<file path="src/rtl/condEvalPkg.sv">
package condEvalPkg;
  localparam int SUFFIX_W = 4;
  localparam int OPC_W    = 5;
  localparam int FLAG_W   = 4;
  localparam int TERM_W   = 4;
  localparam int NUM_TERM_SLOTS = 2 ** TERM_W;

  localparam int FLAG_C = 3;
  localparam int FLAG_S = 2;
  localparam int FLAG_V = 1;
  localparam int FLAG_Z = 0;

  localparam logic [OPC_W-1:0] OPC_MOVF    = 5'b01000;
  localparam logic [OPC_W-1:0] OPC_JMP_LO  = 5'b01001;
  localparam logic [OPC_W-1:0] OPC_JMP_HI  = 5'b01111;

  typedef enum logic [TERM_W-1:0] {
    TERM_ZERO  = 4'd0,
    TERM_CARRY = 4'd1,
    TERM_SIGN  = 4'd2,
    TERM_OVF   = 4'd3,
    TERM_SGE   = 4'd4,
    TERM_SGT   = 4'd5,
    TERM_SLE   = 4'd6,
    TERM_HI    = 4'd7,
    TERM_ZLT   = 4'd8,
    TERM_TRUE  = 4'd9
  } condTerm_e;

  typedef struct packed {
    condTerm_e termSel;
    logic      invert;
    logic      usePredicate;
    logic      isBranch;
  } condStrobes_t;
endpackage

</file>
<file path="src/rtl/condEvalCtrl.sv">
module condEvalCtrl
  import condEvalPkg::*;
(
  input  logic                isAlu,
  input  logic [OPC_W-1:0]    opcode,
  input  logic [SUFFIX_W-1:0] suffix,
  output condStrobes_t        strobes
);
  condTerm_e sufTerm;
  logic      sufInvert;
  condTerm_e jmpTerm;
  logic      jmpInvert;
  logic      inJumpRange;

  // Suffix code to flag term; odd codes in each pair usually invert.
  always_comb begin
    sufTerm   = TERM_TRUE;
    sufInvert = 1'b0;
    unique case (suffix)
      4'b0000: begin sufTerm = TERM_ZERO;  sufInvert = 1'b0; end
      4'b0001: begin sufTerm = TERM_ZERO;  sufInvert = 1'b1; end
      4'b0010: begin sufTerm = TERM_SGT;   sufInvert = 1'b0; end
      4'b0011: begin sufTerm = TERM_SGE;   sufInvert = 1'b1; end
      4'b0100: begin sufTerm = TERM_SGE;   sufInvert = 1'b0; end
      4'b0101: begin sufTerm = TERM_SLE;   sufInvert = 1'b0; end
      4'b0110: begin sufTerm = TERM_CARRY; sufInvert = 1'b0; end
      4'b0111: begin sufTerm = TERM_CARRY; sufInvert = 1'b1; end
      4'b1000: begin sufTerm = TERM_SIGN;  sufInvert = 1'b0; end
      4'b1001: begin sufTerm = TERM_SIGN;  sufInvert = 1'b1; end
      4'b1010: begin sufTerm = TERM_TRUE;  sufInvert = 1'b0; end
      4'b1011: begin sufTerm = TERM_TRUE;  sufInvert = 1'b1; end
      4'b1100: begin sufTerm = TERM_OVF;   sufInvert = 1'b0; end
      4'b1101: begin sufTerm = TERM_OVF;   sufInvert = 1'b1; end
      4'b1110: begin sufTerm = TERM_HI;    sufInvert = 1'b0; end
      4'b1111: begin sufTerm = TERM_HI;    sufInvert = 1'b1; end
      default: begin sufTerm = TERM_TRUE;  sufInvert = 1'b0; end
    endcase
  end

  // Jump opcode to flag term.
  always_comb begin
    jmpTerm   = TERM_TRUE;
    jmpInvert = 1'b1;
    case (opcode)
      5'b01001: begin jmpTerm = TERM_ZERO; jmpInvert = 1'b0; end
      5'b01010: begin jmpTerm = TERM_ZERO; jmpInvert = 1'b1; end
      5'b01011: begin jmpTerm = TERM_SGT;  jmpInvert = 1'b0; end
      5'b01100: begin jmpTerm = TERM_SGE;  jmpInvert = 1'b0; end
      5'b01101: begin jmpTerm = TERM_SGE;  jmpInvert = 1'b1; end
      5'b01110: begin jmpTerm = TERM_ZLT;  jmpInvert = 1'b0; end
      5'b01111: begin jmpTerm = TERM_TRUE; jmpInvert = 1'b0; end
      default:  begin jmpTerm = TERM_TRUE; jmpInvert = 1'b1; end
    endcase
  end

  assign inJumpRange = (opcode >= OPC_JMP_LO) && (opcode <= OPC_JMP_HI);

  always_comb begin
    strobes = '{termSel: sufTerm, invert: sufInvert, usePredicate: 1'b1, isBranch: 1'b0};
    if (!isAlu) begin
      if (inJumpRange) begin
        strobes = '{termSel: jmpTerm, invert: jmpInvert, usePredicate: 1'b0, isBranch: 1'b1};
      end else if (opcode == OPC_MOVF) begin
        strobes = '{termSel: TERM_TRUE, invert: 1'b0, usePredicate: 1'b0, isBranch: 1'b0};
      end
    end
  end

  always_comb begin
    if (isAlu) assert_alu_no_branch_R8: assert (!strobes.isBranch);
    if (!isAlu && inJumpRange) assert_jump_unpredicated_R7: assert (!strobes.usePredicate);
  end
endmodule

</file>
<file path="src/rtl/condEvalData.sv">
module condEvalData
  import condEvalPkg::*;
(
  input  logic [FLAG_W-1:0] flags,
  input  condStrobes_t      strobes,
  output logic              execEnable,
  output logic              branchTaken
);
  logic [NUM_TERM_SLOTS-1:0] terms;
  logic cFlag, sFlag, vFlag, zFlag;
  logic signMatch;
  logic condHit;

  assign cFlag = flags[FLAG_C];
  assign sFlag = flags[FLAG_S];
  assign vFlag = flags[FLAG_V];
  assign zFlag = flags[FLAG_Z];
  assign signMatch = (sFlag == vFlag);

  always_comb begin
    terms = '0;
    terms[TERM_ZERO]  = zFlag;
    terms[TERM_CARRY] = cFlag;
    terms[TERM_SIGN]  = sFlag;
    terms[TERM_OVF]   = vFlag;
    terms[TERM_SGE]   = signMatch;
    terms[TERM_SGT]   = !zFlag && signMatch;
    terms[TERM_SLE]   = zFlag || !signMatch;
    terms[TERM_HI]    = cFlag && !zFlag;
    terms[TERM_ZLT]   = zFlag && !signMatch;
    terms[TERM_TRUE]  = 1'b1;
  end

  assign condHit     = terms[strobes.termSel] ^ strobes.invert;
  assign execEnable  = strobes.usePredicate ? condHit : 1'b1;
  assign branchTaken = strobes.isBranch & condHit;

  always_comb begin
    if (!strobes.isBranch) assert_branch_needs_jump_R8: assert (!branchTaken);
    if (!strobes.usePredicate) assert_unpredicated_runs_R7: assert (execEnable);
  end
endmodule

</file>
<file path="src/rtl/condEval.sv">
module condEval
  import condEvalPkg::*;
(
  input  logic                isAlu,
  input  logic [OPC_W-1:0]    opcode,
  input  logic [SUFFIX_W-1:0] suffix,
  input  logic [FLAG_W-1:0]   flags,
  output logic                execEnable,
  output logic                branchTaken
);
  condStrobes_t strobes;

  condEvalCtrl u_ctrl (
    .isAlu   (isAlu),
    .opcode  (opcode),
    .suffix  (suffix),
    .strobes (strobes)
  );

  condEvalData u_data (
    .flags       (flags),
    .strobes     (strobes),
    .execEnable  (execEnable),
    .branchTaken (branchTaken)
  );

  always_comb begin
    if (isAlu && suffix == 4'b1010) assert_always_runs_R5: assert (execEnable);
    if (isAlu && suffix == 4'b1011) assert_never_runs_R5: assert (!execEnable);
    if (isAlu && suffix == 4'b0000) assert_eq_follows_zero_R1: assert (execEnable == flags[FLAG_Z]);
    if (!isAlu && opcode == 5'b01111) assert_jmp_taken_R6: assert (branchTaken);
  end
endmodule

</file>
<file path="config.mk">
export PLATFORM = sky130hd
export DESIGN_NAME = condEval
export DESIGN_NICKNAME = d
export VERILOG_FILES = /design/src/rtl/condEvalPkg.sv /design/src/rtl/condEvalCtrl.sv /design/src/rtl/condEvalData.sv /design/src/rtl/condEval.sv
export SDC_FILE = /design/constraint.sdc
export NUM_CORES = 1
export LEC_CHECK = 0
export BUFFER_PORTS_ARGS = -buffer_cell sky130_fd_sc_hd__buf_4
export CAP_MARGIN = 20
export CORE_AREA = 2 2 39 41
export DETAILED_ROUTE_END_ITERATION = 12
export DIE_AREA = 0 0 41 43
export PLACE_DENSITY = 0.76
export SLEW_MARGIN = 25
export SYNTH_ARGS = -nofsm -noshare
export SYNTH_HDL_FRONTEND = slang
export SYNTH_SLANG_ARGS = --single-unit
</file>
<file path="constraint.sdc">
create_clock -name vclk -period 1.95
set_clock_uncertainty 0.2 [all_clocks]
set_input_delay 0.195 -clock vclk [all_inputs]
set_output_delay 0.195 -clock vclk [all_outputs]
set_load 0.01 [all_outputs]
</file>
; ---- Word level (Yosys, flattened, before mapping)
; Memory sizes are Yosys's and may differ from the RTL's.
; Index checks and enable logic that the tools add are counted.
[word_totals]
ramBits = 0
elab_cells = 33
output_inout_bits = 2
in_bits = 14
ff_bits = 0
rom_bits = 80
latch_bits = 0
mem_count = 1
[op_classes]
n_reduce_logical = 10
shift = 0
n_eq_ne = 9
div_mod_pow = 0
add_sub_neg = 0
muxes = 8
mul = 0
n_bitwise = 2
order_cmp = 3
[mem_list]
columns = name, words, word_bits, rd, rd_ports_with_merged_regs, write_ports, line_no
row1 = (name not given), 16, 5, 1, 0, 0, condEvalCtrl.sv:19  ; unique case (suffix)
[ops]
columns = operator, count
row1 = "5-bit by 4-bit equality test with 1-bit output, second input constant", 8
row2 = 7-bit two-way mux, 3
row3 = 4-bit one-hot mux with 4 select lines, 1
row4 = "5-bit by 4-bit greater-or-equal comparator with 1-bit output, second input constant", 1
row5 = "5-bit by 4-bit less-or-equal comparator with 1-bit output, second input constant", 1
row6 = "4-bit by 5-bit less-than comparator with 1-bit output, second input constant", 1
row7 = 5-bit OR reduction, 1
row8 = 1-bit binary-select mux with 4-bit select, 1
row9 = 1-bit logical AND, 4
row10 = 2-bit OR reduction, 2
row11 = 1-bit two-way mux, 3
row12 = 1-bit logical NOT, 2
row13 = 1-bit AND, 1
row14 = 1-bit equality test, 1
row15 = 1-bit logical OR, 1
row16 = 1-bit bitwise XOR, 1

; ---- Depth between registers and ports, before layout
[logic_depth]
word_depth = 9
depth_mapped = 9
mapped_depth_nobuf = 9

; ---- Modules after synthesis
; From an unflattened synthesis, not the netlist that was laid out.
[unflattened]
cells_unflattened = 52
area_unflattened_um2 = 385.4
[by_module_without_submodules]
columns = mod, n_inst, cells_each, seq_area_each_um2, area_each_um2
row1 = condEvalCtrl, 1, 29, 0.0, 225.2
row2 = condEvalData, 1, 23, 0.0, 160.2

; ---- Worst setup path after synthesis
; OpenSTA, ideal clock, no wires.
[synth_timing]
kind = input to output
start = input suffix[2]
end = output branchTaken
arrival_ns = 1.727
slack_ns = -0.172
stages = 9
path_buffers = 0
required_time_ns = 1.555
path_cell_list = inv_1 ha_1 nor3b_1 o21ai_0 a211oi_1 nor4_2 a21bo_1 o221a_1 a21oi_1
[synth_between]
elab_chain_cells = 8
[synth_rtl]
columns = element, line_no
row1 = start: declaration, condEval.sv:6  ; input logic [SUFFIX_W-1:0] suffix,
row2 = memory read 16 x 5 bit (*), --
row3 = 7-bit two-way mux, condEvalCtrl.sv:63  ; end else if (opcode == OPC_MOVF) begin
row4 = 7-bit two-way mux, condEvalCtrl.sv:61  ; if (inJumpRange) begin
row5 = 7-bit two-way mux (*), condEvalCtrl.sv:60  ; if (!isAlu) begin
row6 = 1-bit binary-select mux with 4-bit select, condEvalData.sv:34  ; assign condHit = terms[strobes.termSel] ^ strobes.invert;
row7 = 1-bit two-way mux (implied by the code), condEvalData.sv:34
row8 = 1-bit bitwise XOR (*), condEvalData.sv:34
row9 = 1-bit AND (*), condEvalData.sv:36  ; assign branchTaken = strobes.isBranch & condHit;
row10 = end: declaration, condEval.sv:9  ; output logic branchTaken
; Mark *: on every way between the ends. The rest lies on a longest branch, timed or not. The select of a mux whose other input is x is not followed.

; ---- Final worst setup path
; Same ends and word-level chain as after synthesis.

==> impl_results.md <==
- Fillers: 129
- FMAX: 0.417 GHz
- Most frequent cells in the layout: buf_4 (28), nand3_1 (5), nand2_1 (4)
- Tot Pwr: 0.229 mW
- Setup repair bufs after CTS: 0
- Die outline width: 41 um
- CP required: 1.55 ns
- Worst ir drop on vdd: 0.125 mV
- CP startpoint: suffix[2]
- Initial Util: 36.7%
- Max Cap Viol: 0
- CP Capture Type: primary output
- Post-DP HPWL: 1110 um
- Final wirelength: 1540 um
- DR vias/cell: 5.60
- Pin count of the biggest net entering global routing: 10
- RSZ-0062 raised after global routing: yes
- Seq pwr share: 0%
- Final sequential cell count: 0
- Maximum fanout along the worst path: 4
- Period utilisation layout: 123%
- Tmin final: 2.40 ns
- Sequential fraction of the synthesis area: 0%
- Combinational power share: 100.0%
- Synth cell types: 40
- First-pass GRT wire length: 2500 um
- Failing checks: setup timing
- PwrDens: 258 mW/mm^2
- Core area: 0.00138 sq mm
- Final setup fails: 2
- Actual slew at the worst max-slew pin: 0.433 ns
- DR iter-0 viols: 7
- Detailed Routing Iterations Pass 1: 4
- Height of the die: 43 um
- Post-DR wirelength/cell: 13.9 um
- DP Cell Count: 111
- Storage cell area: 0 sq um
- IO Pins: 16
- Vias in the first global route: 625
- Clock buffers: 0
- Syn_nets: 83
- Hold buffer count at cts: 0
- Hold Path Class: input pin to primary output
- Clock network fraction of total power: 0%
- Layout cell share with drive strength beyond 1: 68.4%
- GP Congestion: 0.774
- Fin worst setup slack: -0.448 ns
- Static leakage: 0.360 nW
- Min-delay src: suffix[0]
- Antenna diodes: 0
- Site row count: 14
- DRT antenna net count: 0
- Total track usage: 19.3%
- Avg Cell Area, Syn: 7.82 sq um
- Switching share of power: 44.8%
- Most common cell after layout, fill and taps aside: buf_4
- Placed standard-cell area: 785 sq um
- Initial antenna violation count: 0
- Die ar.: 0.00176 sq mm
- Fin nets: 115
- Cell internal pwr: 0.127 mW
- Port Buffers: 16
- Non-Filler Instances: 111
- Layout area overhead: 75.1%
- Status: complete, but fails checks
- Via count: 622
- Grt ovf: 0
- Setup TNS Final: -0.813 ns
- Final hold violations: 0
- Net switching power: 0.103 mW
- Slew headroom: 71.0%
- Slew Limit Fails: 0
- Final instance area: 890 sq um
- Yosys warnings: 0
- Place WS: -0.539 ns
- CP arrival: 2.00 ns
- Synthesized cell area: 508 sq um
- Critical setup path kind: input pin to primary output
- Crit path launch type: input pin
- DRC errors left: 0
- Mapped Cells: 65
==> final cells by class <==
class | count | area, sq um | area share, %
Inverter | 3 | 13.8 | 1.55
Multi-Input combinational cell | 60 | 592 | 66.5
Tap cell | 16 | 20.0 | 2.25
Timing Repair Buffer | 32 | 264 | 29.7
==> synth_stat cells (all sizes together) <==
| library cell | instances | share of area (%) |
|---|---|---|
| nand3 | 5 | 4.9 |
| o211ai | 2 | 3.0 |
| a21oi | 3 | 3.0 |
| nor3b | 2 | 3.9 |
| nand4b | 1 | 1.7 |
| nand4 | 1 | 1.2 |
| a21bo | 1 | 2.0 |
| nor2b | 2 | 2.5 |
| xor2 | 1 | 1.7 |
| or3b | 2 | 3.9 |
| ha | 4 | 9.9 |
| or4 | 1 | 2.2 |
| or3 | 1 | 1.2 |
| buf | 1 | 2.2 |
| xnor2 | 1 | 1.7 |
| mux2i | 1 | 2.0 |
| or2b | 1 | 1.7 |
| and4bb | 1 | 2.5 |
| nor4 | 1 | 2.5 |
| clkbuf | 1 | 1.5 |
| nand4bb | 1 | 2.2 |
| inv | 3 | 2.2 |
| o2111ai | 1 | 3.0 |
| and2b | 1 | 1.7 |
| o21a | 1 | 3.0 |
| a211oi | 5 | 8.4 |
| o21ai | 5 | 4.9 |
| o221a | 1 | 2.2 |
| nand2b | 3 | 5.2 |
| nand2 | 4 | 3.0 |
| and2 | 1 | 1.7 |
| nand3b | 1 | 1.5 |
| nor2 | 3 | 2.2 |
| o31ai | 1 | 1.5 |
| o2111a | 1 | 2.2 |
==> power groups by stage <==
stage	clock (mW)	combinational (mW)	sequential, mW
floorplan	0	0.112	0
global placement	0	0.188	0
detailed placement	0	0.193	0
CTS	0	0.219	0
global route	0	0.248	0
finish	0	0.229	0
==> kinds of logic (layout without fill, tap and decap cells) <==
kind of cell | Yosys count | count (layout) | share of synthesized area (%)
compound gates | 21 | 21 | 33.0
mux | 1 | 1 | 1.97
simple gates | 32 | 32 | 45.8
xor+xnor | 2 | 2 | 3.45
fa+ha+maj | 4 | 4 | 9.85
buf+inv | 5 | 35 | 5.91
==> repair_timing <==
item	in CTS	in global routing
endpoints found under the setup margin	2	2
resized for setup	25	4
pin swaps	14	6
==> critical path, cell delays in order <==
cell and delay (ns):
buf_6 0.10, inv_4 0.07, ha_4 0.13, and2b_2 0.25
o21ai_2 0.15, a211oi_2 0.09, nor4_2 0.30, buf_4 0.17
and2_4 0.15, o221a_1 0.20, a21oi_2 0.05, buf_4 0.13
==> final timing paths <==
kind | endpoint | slack (ns) | depth (start not counted)
min | execEnable | 0.66 | 5
max | branchTaken | -0.45 | 12
==> routing by layer <==
layer	up-vias	GRT usage [%]	wire length, um	share of wire, %
met2	12	37.5	850	55
met4	0	0	17	1.1
met5	-	0	0	0
li1	312	-	-	-
met3	2	0	47	3.1
met1	296	23.1	625	41
==> through the flow <==
stage | utilization (%) | hold slack (ns)
after floorplan | - | 0.345
after global placement | 56.7 | 0.628
after detailed placement | 56.7 | 0.627
after CTS | 62.9 | 0.661
after global routing | 64.3 | 0.688
final | 64.3 | 0.658
Power figures use the tool's default switching activity.
